===== config.mk =====
export PLATFORM = sky130hd
export DESIGN_NAME = addr_region_decoder
export DESIGN_NICKNAME = d
export VERILOG_FILES = /design/src/rtl/addr_dec_pkg.sv /design/src/rtl/addr_dec_cfg.sv /design/src/rtl/addr_dec_tcm_win.sv /design/src/rtl/addr_dec_fixed_map.sv /design/src/rtl/addr_region_decoder.sv
export SDC_FILE = /design/constraint.sdc
export NUM_CORES = 1
export LEC_CHECK = 0
export BUFFER_PORTS_ARGS = -buffer_cell sky130_fd_sc_hd__buf_2
export CAP_MARGIN = 20
export CORE_MARGIN = 8
export CORE_UTILIZATION = 64
export CTS_BUF_LIST = sky130_fd_sc_hd__clkbuf_8
export DETAILED_ROUTE_END_ITERATION = 10
export PLACE_DENSITY = 0.84
export SLEW_MARGIN = 15
export SYNTH_ARGS = -nofsm -noshare
export SYNTH_HDL_FRONTEND = slang
export SYNTH_HIERARCHICAL = 1
export SYNTH_SLANG_ARGS = --single-unit

===== constraint.sdc =====
create_clock -name clk -period 5.3 [get_ports clk]
set_input_delay 0.53 -clock clk [delete_from_list [all_inputs] [get_ports clk]]
set_output_delay 0.53 -clock clk [all_outputs]
set_load 0.02 [all_outputs]

===== src/rtl/addr_dec_pkg.sv =====
package addr_dec_pkg;

   localparam int ADDR_W = 32;

   typedef enum logic [2:0] {
      RG_NONE   = 3'd0,
      RG_BOOT   = 3'd1,
      RG_ITCM   = 3'd2,
      RG_DTCM   = 3'd3,
      RG_MAIN   = 3'd4,
      RG_SHARED = 3'd5,
      RG_IO     = 3'd6
   } region_e;

   typedef enum logic [1:0] {
      CF_ITCM_SIZE = 2'd0,
      CF_DTCM_BASE = 2'd1,
      CF_DTCM_SIZE = 2'd2,
      CF_NONE      = 2'd3
   } cfg_sel_e;

   function automatic logic [ADDR_W-1:0] low_mask(input int w);
      return (w >= ADDR_W) ? '1 : ((ADDR_W'(1) << w) - ADDR_W'(1));
   endfunction

endpackage


===== src/rtl/addr_dec_cfg.sv =====
module addr_dec_cfg
   import addr_dec_pkg::*;
#(
   parameter logic [ADDR_W-1:0] ITCM_SIZE_RST = '0,
   parameter logic [ADDR_W-1:0] DTCM_BASE_RST = '1,
   parameter logic [ADDR_W-1:0] DTCM_SIZE_RST = '0
) (
   input  logic              clk,
   input  logic              rst_n,
   input  logic              cfg_we,
   input  logic [1:0]        cfg_sel,
   input  logic [ADDR_W-1:0] cfg_wdata,
   output logic [ADDR_W-1:0] itcm_size,
   output logic [ADDR_W-1:0] dtcm_base,
   output logic [ADDR_W-1:0] dtcm_size
);

   always_ff @(posedge clk or negedge rst_n) begin
      if (!rst_n) begin
         itcm_size <= ITCM_SIZE_RST;
         dtcm_base <= DTCM_BASE_RST;
         dtcm_size <= DTCM_SIZE_RST;
      end else if (cfg_we) begin
         unique case (cfg_sel_e'(cfg_sel))
            CF_ITCM_SIZE: itcm_size <= cfg_wdata;
            CF_DTCM_BASE: dtcm_base <= cfg_wdata;
            CF_DTCM_SIZE: dtcm_size <= cfg_wdata;
            default: ;
         endcase
      end
   end

endmodule


===== src/rtl/addr_dec_tcm_win.sv =====
module addr_dec_tcm_win
   import addr_dec_pkg::*;
#(
   parameter int MASK_W = 14
) (
   input  logic [ADDR_W-1:0] addr,
   input  logic [ADDR_W-1:0] base,
   input  logic [ADDR_W-1:0] size,
   output logic              hit,
   output logic [ADDR_W-1:0] offset
);

   localparam logic [ADDR_W-1:0] MASK = low_mask(MASK_W);

   generate
      if (MASK_W < 1 || MASK_W > ADDR_W) begin : g_bad_mask
         $error("addr_dec_tcm_win: MASK_W out of range");
      end
   endgenerate

   logic [ADDR_W:0] win_end;
   logic [ADDR_W:0] addr_ext;

   always_comb begin
      win_end  = {1'b0, base} + {1'b0, size};
      addr_ext = {1'b0, addr};
      hit      = (addr >= base) && (addr_ext < win_end);
      offset   = (addr - base) & MASK;
   end

endmodule


===== src/rtl/addr_dec_fixed_map.sv =====
module addr_dec_fixed_map
   import addr_dec_pkg::*;
#(
   parameter int         MAIN_W     = 22,
   parameter int         SHARED_W   = 15,
   parameter int         IO_W       = 24,
   parameter logic [7:0] MAIN_TAG   = 8'h02,
   parameter logic [7:0] SHARED_TAG = 8'h03,
   parameter logic [7:0] IO_TAG     = 8'h04
) (
   input  logic [ADDR_W-1:0] addr,
   output logic              hit,
   output region_e           region,
   output logic [ADDR_W-1:0] offset
);

   localparam int N_REG  = 3;
   localparam int TAG_LO = ADDR_W - 8;

   generate
      if (MAIN_TAG == SHARED_TAG || MAIN_TAG == IO_TAG || SHARED_TAG == IO_TAG) begin : g_dup_tag
         $error("addr_dec_fixed_map: region tags must differ");
      end
      if (MAIN_W > TAG_LO || SHARED_W > TAG_LO || IO_W > TAG_LO) begin : g_wide_mask
         $error("addr_dec_fixed_map: mask wider than the page below the tag byte");
      end
   endgenerate

   logic [N_REG-1:0]        sub_hit;
   logic [ADDR_W-1:0]       sub_off  [N_REG];
   logic [2:0]              sub_code [N_REG];

   for (genvar g = 0; g < N_REG; g++) begin : g_page
      localparam int          W    = (g == 0) ? MAIN_W   : (g == 1) ? SHARED_W   : IO_W;
      localparam logic [7:0]  TAG  = (g == 0) ? MAIN_TAG : (g == 1) ? SHARED_TAG : IO_TAG;
      localparam logic [2:0]  CODE = (g == 0) ? RG_MAIN  : (g == 1) ? RG_SHARED  : RG_IO;
      localparam logic [ADDR_W-1:0] M = low_mask(W);
      assign sub_hit[g]  = (addr[ADDR_W-1:TAG_LO] == TAG);
      assign sub_off[g]  = sub_hit[g] ? (addr & M) : '0;
      assign sub_code[g] = sub_hit[g] ? CODE : 3'd0;
   end

   always_comb begin
      logic [ADDR_W-1:0] off_acc;
      logic [2:0]        code_acc;
      off_acc  = '0;
      code_acc = '0;
      for (int i = 0; i < N_REG; i++) begin
         off_acc  = off_acc  | sub_off[i];
         code_acc = code_acc | sub_code[i];
      end
      hit    = |sub_hit;
      region = region_e'(code_acc);
      offset = off_acc;
   end

endmodule


===== src/rtl/addr_region_decoder.sv =====
module addr_region_decoder
   import addr_dec_pkg::*;
#(
   parameter int          BOOT_W     = 12,
   parameter logic [19:0] BOOT_TAG   = 20'hFFFF0,
   parameter int          ITCM_W     = 15,
   parameter int          DTCM_W     = 14,
   parameter int          MAIN_W     = 22,
   parameter int          SHARED_W   = 15,
   parameter int          IO_W       = 24,
   parameter logic [7:0]  MAIN_TAG   = 8'h02,
   parameter logic [7:0]  SHARED_TAG = 8'h03,
   parameter logic [7:0]  IO_TAG     = 8'h04
) (
   input  logic        clk,
   input  logic        rst_n,
   input  logic        cfg_we,
   input  logic [1:0]  cfg_sel,
   input  logic [31:0] cfg_wdata,
   input  logic        acc_valid,
   input  logic [31:0] acc_addr,
   input  logic [1:0]  acc_size,
   input  logic        acc_write,
   output logic        dec_valid,
   output logic [2:0]  dec_region,
   output logic [31:0] dec_offset,
   output logic        dec_unmapped,
   output logic        dec_write
);

   localparam int                BOOT_TAG_W = ADDR_W - BOOT_W;
   localparam logic [ADDR_W-1:0] BOOT_MASK  = low_mask(BOOT_W);

   generate
      if (BOOT_TAG_W != 20) begin : g_boot_geom
         $error("addr_region_decoder: BOOT_W must leave a 20-bit tag");
      end
   endgenerate

   logic [ADDR_W-1:0] itcm_size, dtcm_base, dtcm_size;

   addr_dec_cfg u_cfg (
      .clk       (clk),
      .rst_n     (rst_n),
      .cfg_we    (cfg_we),
      .cfg_sel   (cfg_sel),
      .cfg_wdata (cfg_wdata),
      .itcm_size (itcm_size),
      .dtcm_base (dtcm_base),
      .dtcm_size (dtcm_size)
   );

   logic              itcm_hit, dtcm_hit, map_hit;
   logic [ADDR_W-1:0] itcm_off, dtcm_off, map_off;
   region_e           map_region;

   addr_dec_tcm_win #(.MASK_W(ITCM_W)) u_itcm (
      .addr   (acc_addr),
      .base   ('0),
      .size   (itcm_size),
      .hit    (itcm_hit),
      .offset (itcm_off)
   );

   addr_dec_tcm_win #(.MASK_W(DTCM_W)) u_dtcm (
      .addr   (acc_addr),
      .base   (dtcm_base),
      .size   (dtcm_size),
      .hit    (dtcm_hit),
      .offset (dtcm_off)
   );

   addr_dec_fixed_map #(
      .MAIN_W     (MAIN_W),
      .SHARED_W   (SHARED_W),
      .IO_W       (IO_W),
      .MAIN_TAG   (MAIN_TAG),
      .SHARED_TAG (SHARED_TAG),
      .IO_TAG     (IO_TAG)
   ) u_map (
      .addr   (acc_addr),
      .hit    (map_hit),
      .region (map_region),
      .offset (map_off)
   );

   logic              boot_hit;
   region_e           sel_region;
   logic [ADDR_W-1:0] sel_off;
   logic [ADDR_W-1:0] align_mask;

   always_comb begin
      boot_hit = !acc_write && (acc_addr[ADDR_W-1:BOOT_W] == BOOT_TAG);
      if (boot_hit) begin
         sel_region = RG_BOOT;
         sel_off    = acc_addr & BOOT_MASK;
      end else if (itcm_hit) begin
         sel_region = RG_ITCM;
         sel_off    = itcm_off;
      end else if (dtcm_hit) begin
         sel_region = RG_DTCM;
         sel_off    = dtcm_off;
      end else if (map_hit) begin
         sel_region = map_region;
         sel_off    = map_off;
      end else begin
         sel_region = RG_NONE;
         sel_off    = '0;
      end
      unique case (acc_size)
         2'd0:    align_mask = '1;
         2'd1:    align_mask = ~ADDR_W'(1);
         default: align_mask = ~ADDR_W'(3);
      endcase
   end

   region_e r_region;

   always_ff @(posedge clk or negedge rst_n) begin
      if (!rst_n) begin
         dec_valid    <= 1'b0;
         r_region     <= RG_NONE;
         dec_offset   <= '0;
         dec_unmapped <= 1'b0;
         dec_write    <= 1'b0;
      end else begin
         dec_valid <= acc_valid;
         if (acc_valid) begin
            r_region     <= sel_region;
            dec_offset   <= sel_off & align_mask;
            dec_unmapped <= (sel_region == RG_NONE);
            dec_write    <= acc_write;
         end
      end
   end

   assign dec_region = r_region;

endmodule


==> results of run 1 <==
## worst paths after layout
| kind | from | endpoint | slack (ns) | cells after the start |
|---|---|---|---|---|
| max | u_cfg/dtcm_base[1] | dec_offset[1] | 0.28 | 23 |
| min | rst_n | dec_offset[24] | 0.04 | 1 |
| max reg2reg | u_cfg/dtcm_base[1] | dec_offset[1] | 0.28 | 23 |
| min reg2reg | dec_region[1] | dec_region[1] | 0.50 | 1 |
| max in group asynchronous | rst_n | u_cfg/itcm_size[4] | 3.83 | 3 |
| min in group clk | cfg_wdata[22] | u_cfg/dtcm_size[22] | 0.33 | 2 |
## flip-flops by register name, summed over array words and instances (netlist names)
| name | cells |
|---|---|
| dec_valid | 1 |
| dec_offset | 32 |
| dec_region | 3 |
| u_cfg/dtcm_size | 32 |
| dec_unmapped | 1 |
| u_cfg/itcm_size | 32 |
| dec_write | 1 |
| u_cfg/dtcm_base | 32 |
## critical path, cell delays in order, from the launching register on
cell                        delay (ns)
sky130_fd_sc_hd__dfstp_2          0.56
sky130_fd_sc_hd__ha_1             0.25
sky130_fd_sc_hd__a211oi_2         0.27
sky130_fd_sc_hd__o211ai_1         0.17
sky130_fd_sc_hd__buf_4            0.16
sky130_fd_sc_hd__a32oi_1          0.17
sky130_fd_sc_hd__buf_4            0.16
sky130_fd_sc_hd__buf_4            0.11
sky130_fd_sc_hd__o211ai_1         0.16
sky130_fd_sc_hd__a211oi_2         0.28
sky130_fd_sc_hd__xor2_1           0.17
sky130_fd_sc_hd__ha_1             0.26
sky130_fd_sc_hd__a21o_1           0.16
sky130_fd_sc_hd__a21oi_1          0.15
sky130_fd_sc_hd__nor2_1           0.07
sky130_fd_sc_hd__a2111oi_2        0.33
sky130_fd_sc_hd__nor2_1           0.09
sky130_fd_sc_hd__nor4_2           0.26
sky130_fd_sc_hd__o32a_2           0.31
sky130_fd_sc_hd__nor2b_4          0.09
sky130_fd_sc_hd__buf_4            0.17
sky130_fd_sc_hd__a221o_1          0.33
sky130_fd_sc_hd__o211ai_2         0.08
sky130_fd_sc_hd__o221ai_2         0.11
## power groups by stage
stage	sequential, mW	combinational (mW)	clock [mW]
after CTS	1.44	3.45	1.13
after global routing	1.47	3.98	1.18
after global placement	1.44	3.28	0
after floorplan	1.54	2.47	0
final	1.44	3.63	1.12
after detailed placement	1.46	3.40	0
## cell type report
| type | instances | area, um^2 |
|---|---|---|
| diodes | 1 | 2.50 |
| multi-input cells | 1255 | 9780 |
| clock inverters | 12 | 249 |
| well taps | 280 | 350 |
| inverters | 135 | 507 |
| fillers | 1582 | 6030 |
| clock buffers | 19 | 262 |
| flip-flops and latches | 134 | 3390 |
| repair buffers | 161 | 973 |
## metrics by stage
stage	hold WS, ns	power (mW)	setup TNS, ns	setup slack, ns
floorplan	0.234	4.01	0	0.437
global placement	0.475	4.73	-5.63	-0.300
detailed placement	0.485	4.86	-0.0163	-0.0163
CTS	0.250	6.02	0	0.0240
global route	0.0578	6.64	0	0.000390
finish	0.0368	6.19	0	0.277
## cell usage after synthesis (all sizes together) (5+ instances only)
| master | instances | area, um^2 |
|---|---|---|
| o21ai | 82 | 422 |
| nand4 | 32 | 206 |
| a221o | 12 | 120 |
| nor2 | 68 | 255 |
| o311ai | 5 | 51.3 |
| a2111oi | 22 | 249 |
| inv | 135 | 507 |
| dfrtp | 102 | 2550 |
| a21o | 44 | 330 |
| nor3 | 19 | 95.1 |
| nand2 | 67 | 251 |
| nor2b | 44 | 275 |
| nor4 | 17 | 121 |
| dfstp | 32 | 841 |
| o21bai | 9 | 67.6 |
| xnor2 | 47 | 412 |
| a22oi | 21 | 158 |
| o221ai | 12 | 161 |
| clkbuf | 24 | 120 |
| buf | 73 | 529 |
| a31o | 23 | 210 |
| a211oi | 17 | 173 |
| xor2 | 27 | 236 |
| a21oi | 99 | 514 |
| and3 | 8 | 50.1 |
| mux2 | 98 | 1100 |
| a211o | 6 | 52.6 |
| a21boi | 6 | 45.1 |
| o31ai | 5 | 42.5 |
| or3 | 5 | 31.3 |
| o21a | 14 | 105 |
| nand2b | 12 | 75.1 |
| nand3 | 35 | 180 |
| or2 | 8 | 50.1 |
| a31oi | 20 | 155 |
| o211ai | 18 | 140 |
| ha | 190 | 2380 |
## cells by family after synthesis
family / Yosys count
AOI/OAI and AO/OA: 439
xor gates and xnor gates: 74
adders and majority gates: 194
buffers and inverters: 232
DFF: 134
muxes: 99
other: 4
and+or+nand+nor: 339
## repair_timing
action	in CTS	in global routing
pin swaps	0	7
buffers inserted	0	12
gates cloned	1	0
setup endpoints to repair	6	28
resized for setup	1	16
## per-layer routing
metal | global-route usage | up-vias | part of all wire
met5 | 0 | - | 0
met4 | 0.108 | 0 | 0.032
met3 | 0.0512 | 109 | 0.073
met2 | 0.452 | 530 | 0.47
met1 | 0.352 | 5912 | 0.42
li1 | - | 5830 | -
==> results.json, run 1 <==
{
  "run_status": "finished, final reports clean",
  "final_design_area_no_fill_mm2": 0.0155,
  "dp_hpwl_um": 27600,
  "number_of_antenna_violations_at_the_first_check_in_global_routing": 0,
  "synth_async_sr_flop_share": 1.00,
  "share_seq_of_total_power": 0.232,
  "crit_path_end_kind": "register",
  "clkSinkCount": 134,
  "post-place-cells": 1951,
  "cts_max_path_buffers": 2,
  "clock_tree_from_tritoncts": "done",
  "post_route_cells_drive_above_1_share": 0.236,
  "initialDrtViolationCount": 958,
  "dieArea_mm2": 0.0266,
  "maximum_clock_rate_mhz": 199,
  "avgViaCountPerCell": 6.20,
  "timing.clock.skew_ns": 0.00807,
  "power.switching_mw": 2.60,
  "pwr_density_cell_mw_per_mm2": 399,
  "power.share.switching": 0.420,
  "first_pass_iters": 6,
  "die_x_um": 163,
  "synth.avg_cell_area_um2": 9.14,
  "final_max_slew_violation_count": 0,
  "rsz0062_at_grt": "false",
  "timing.critical_path.fanout_max": 7,
  "grt_pass1_wl_um": 59400,
  "cts.root.buffer_cell": "sky130_fd_sc_hd__clkbuf_8",
  "report.final.hold_viol_count": 0,
  "ys_seq_elements": 134,
  "number_of_global_route_vias_before_repair": 12100,
  "ys.warnings.count": 6,
  "worst-setup-path-type": "reg -> reg",
  "comb_power_share": 0.586,
  "place_area_mm2": 0.0148,
  "via_count": 12400,
  "area_growth_pct": 12.0,
  "timing_worst_slew_pin_value_ns": 1.05,
  "globalRouteOverflowTotal": 0,
  "floorplan.die.height_um": 163,
  "worst_case_vdd_ir_drop_v": 0.000210,
  "placeableCoreArea_mm2": 0.0216,
  "synth_cells": 1515,
  "cts-htree-levels": 4,
  "synthAdderAreaFrac": 0.177,
  "synth_compound_gate_area_share": 0.235,
  "ant_nets": 0,
  "synth-simple-area-share": 0.131,
  "clk_transition_reported_paths_ns": 0.08,
  "track_usage": 0.275,
  "layout.cells.most_common": "sky130_fd_sc_hd__ha_1",
  "synth.area.mux_share": 0.0804,
  "route.final.wire_length_um": 37100,
  "min-delay-path-class": "in -> async",
  "yosys.cell_types.count": 98,
  "post_synth_edffs": 0,
  "synthesis.area_mm2": 0.0139,
  "utilization_of_the_core_after_routing": 0.720,
  "num_rows": 54,
  "p_leak_nw": 7.22,
  "residual_drc": 0,
  "worst_ep_required_time_ns": 5.61,
  "power.share.clock": 0.181,
  "grt_start_max_net_pins": 76,
  "final_min_period_over_clock_period": 0.948,
  "synth_top_family_by_area": "compound AO/OA/AOI/OAI gates",
  "yosys_most_used_dff": "sky130_fd_sc_hd__dfrtp_1",
  "setup_viol": 0,
  "start_kind": "register",
  "drt-wirelength-per-cell_um": 18.6,
  "final.min_clock_period_ns": 5.02,
  "worst_slew_margin_rel": 0.298,
  "initial_standard_cell_utilization_of_the_core": 0.643,
  "cts_buffers": 17,
  "instances_no_fill": 1997,
  "sequential_element_share_of_the_synthesized_area": 0.245,
  "portbufs": 110,
  "synth_xor_area_frac": 0.0468,
  "num-nets-final": 1971,
  "power_report.internal_total_mw": 3.59,
  "postCtsHoldBufs": 0,
  "io_pins": 111,
  "worst_skew_pair.late_latency_ns": 0.46,
  "most-common-layout-cells": "sky130_fd_sc_hd__ha_1 (190), sky130_fd_sc_hd__inv_1 (135), sky130_fd_sc_hd__buf_2 (109), sky130_fd_sc_hd__conb_1 (109), sky130_fd_sc_hd__dfrtp_1 (102)",
  "drv_cap": 0,
  "cp.arrival_ns": 5.33,
  "gp_congestion": 0.923
}
Power figures use the tool's default switching activity.
==> run 2: changes to the inputs <==
PLACE_DENSITY = 0.87   (was 0.84)
==> results.json, run 2 (synthesized netlist as in run 1, its figures left out) <==
{
  "avgViaCountPerCell": 6.15,
  "initialDrtViolationCount": 959,
  "run_status": "finished, final reports clean",
  "worst_ep_required_time_ns": 5.61,
  "critical_path.max_stage_delay_ns": 0.43,
  "post-place-cells": 1971,
  "worst-r2r-setup-slack_ns": 0.20,
  "layout.cells.most_common": "sky130_fd_sc_hd__ha_1",
  "power.share.switching": 0.443,
  "comb_power_share": 0.618,
  "start_kind": "register",
  "initial_standard_cell_utilization_of_the_core": 0.643,
  "critical_path.reg2reg.endpoint": "dec_offset[8]",
  "most-common-layout-cells": "sky130_fd_sc_hd__ha_1 (190), sky130_fd_sc_hd__inv_1 (135), sky130_fd_sc_hd__buf_2 (109), sky130_fd_sc_hd__conb_1 (109), sky130_fd_sc_hd__dfrtp_1 (102)",
  "route.final.wire_length_um": 37000,
  "power.switching_mw": 2.61,
  "number_of_global_route_vias_before_repair": 12500,
  "power_report.internal_total_mw": 3.29,
  "cts-htree-levels": 4,
  "drt-wirelength-per-cell_um": 18.4,
  "clock_tree_from_tritoncts": "done",
  "timing.critical_path.fanout_max": 11,
  "dieArea_mm2": 0.0266,
  "cts_buffers": 17,
  "worst_case_vdd_ir_drop_v": 0.000192,
  "final.min_clock_period_ns": 5.10,
  "globalRouteOverflowTotal": 0,
  "top_signal_layer_used": "met4",
  "report.final.hold_viol_count": 0,
  "via_count": 12300,
  "worst-setup-path-type": "reg -> reg",
  "timing.critical_path.slowest_stage_cell": "sky130_fd_sc_hd__fa_1",
  "detailroute.wirelength.met2_um": 17200,
  "worst_skew_pair.late_latency_ns": 0.47,
  "placeableCoreArea_mm2": 0.0216,
  "rsz0062_at_grt": "true",
  "dp_hpwl_um": 28200,
  "met1_wirelength_um": 15800,
  "die_x_um": 163,
  "ant_nets": 0,
  "timing_worst_slew_pin_value_ns": 1.08,
  "portbufs": 110,
  "drv_cap": 0,
  "final_max_slew_violation_count": 0,
  "clkSinkCount": 134,
  "postCtsHoldBufs": 0,
  "met3WireLength_um": 2730,
  "grt_start_max_net_pins": 82,
  "grt_pass1_wl_um": 59900,
  "io_pins": 111,
  "post_route_cells_drive_above_1_share": 0.238,
  "filler_cell_count": 1539,
  "timing.clock.skew_ns": 0.0136,
  "number_of_antenna_violations_at_the_first_check_in_global_routing": 2,
  "pwr_density_cell_mw_per_mm2": 383,
  "final_min_period_over_clock_period": 0.963,
  "worst_slew_margin_rel": 0.274,
  "instances_no_fill": 2008,
  "cts.root.buffer_cell": "sky130_fd_sc_hd__clkbuf_8",
  "power.share.clock": 0.137,
  "min-delay-path-class": "in -> async",
  "worst_path_most_repeated_cell": "sky130_fd_sc_hd__a21oi_2",
  "setup_viol": 0,
  "maximum_clock_rate_mhz": 196,
  "startpoint": "u_cfg/dtcm_size[0]",
  "track_usage": 0.277,
  "cp.arrival_ns": 5.42,
  "gp_congestion": 0.940,
  "dp_slack_ns": -0.297,
  "r2r.worst_path.cells": 25,
  "num_rows": 54,
  "floorplan.die.height_um": 163,
  "num-nets-final": 1980,
  "residual_drc": 0,
  "clk_transition_reported_paths_ns": 0.09,
  "share_seq_of_total_power": 0.245,
  "cts_max_path_buffers": 2,
  "crit_path_end_kind": "register",
  "r2r-start": "u_cfg/dtcm_size[0]",
  "p_leak_nw": 7.18,
  "area_growth_pct": 11.3,
  "first_pass_iters": 6,
  "postLayoutSetupSlackWorst_ns": 0.195
}
## run 2: changes by cell type in the layout (fill, tap and decap cells not counted), sizes merged
cell,change
inv,+3
clkinvlp,+5
diode,+1
bufinv,-7
buf,+9
## run 2: cell type report
| cell class | instances | area [um^2] | share of cell area |
|---|---|---|---|
| Timing Repair Buffer | 170 | 1050 | 0.0682 |
| Clock inverter | 13 | 98.8 | 0.00641 |
| Multi-Input combinational cell | 1255 | 9750 | 0.633 |
| Sequential cell | 134 | 3390 | 0.220 |
| Clock buffer | 19 | 262 | 0.0170 |
| Inverter | 135 | 507 | 0.0329 |
| Tap cell | 280 | 350 | 0.0227 |
| Antenna cell | 2 | 5.00 | 0.000325 |
## run 2: layer usage
metal | up-vias | global-route usage
li1 | 5848 | -
met1 | 5892 | 0.344
met2 | 492 | 0.460
met3 | 109 | 0.0587
met4 | 0 | 0.116
met5 | - | 0
## run 2: power by group through the flow
stage	sequential [mW]	combinational, mW	clock, mW
5_1_grt	1.47	3.99	0.869
3_5_place_dp	1.46	3.46	0
3_3_place_gp	1.44	3.34	0
6_report	1.44	3.65	0.807
2_1_floorplan	1.54	2.47	0
4_1_cts	1.44	3.50	0.820
## run 2: critical path: cells and delay by family, from the launching register on
family | cells | cell delay (ns)
AO/OA/AOI/OAI | 14 | 2.55
adder cells (fa/ha/maj) | 3 | 0.94
AND/OR/NAND/NOR | 5 | 0.64
flip-flops | 1 | 0.39
buffers and inverters | 2 | 0.28
XOR/XNOR | 1 | 0.13
## run 2: how the worst max path moves through the flow
stage / endpoint / slack (ns) / cells past startpoint
after floorplan: dec_offset[1] / 0.44 / 26
after global placement: dec_offset[19] / -0.14 / 23
after detailed placement: dec_offset[20] / -0.30 / 23
after CTS: dec_offset[8] / 0.04 / 24
after global routing: dec_offset[8] / -0.01 / 25
final: dec_offset[8] / 0.20 / 25
## run 2: metrics by stage
stage	util	total power [mW]	instance area (um^2)	hold slack [ns]	setup TNS (ns)
after floorplan	-	4.01	14200	0.234	0
after global placement	0.694	4.78	15000	0.475	-0.886
after detailed placement	0.694	4.92	15000	0.488	-3.84
after CTS	0.711	5.76	15300	0.124	0
after global routing	0.715	6.33	15400	0.163	-0.0137
final	0.715	5.90	15400	0.120	0
## run 2: repair_timing
action,CTS,global route
resized for setup,2,10
pin swaps,0,1
buffers inserted,0,1
endpoints found under the setup margin,24,28
cloned,0,1
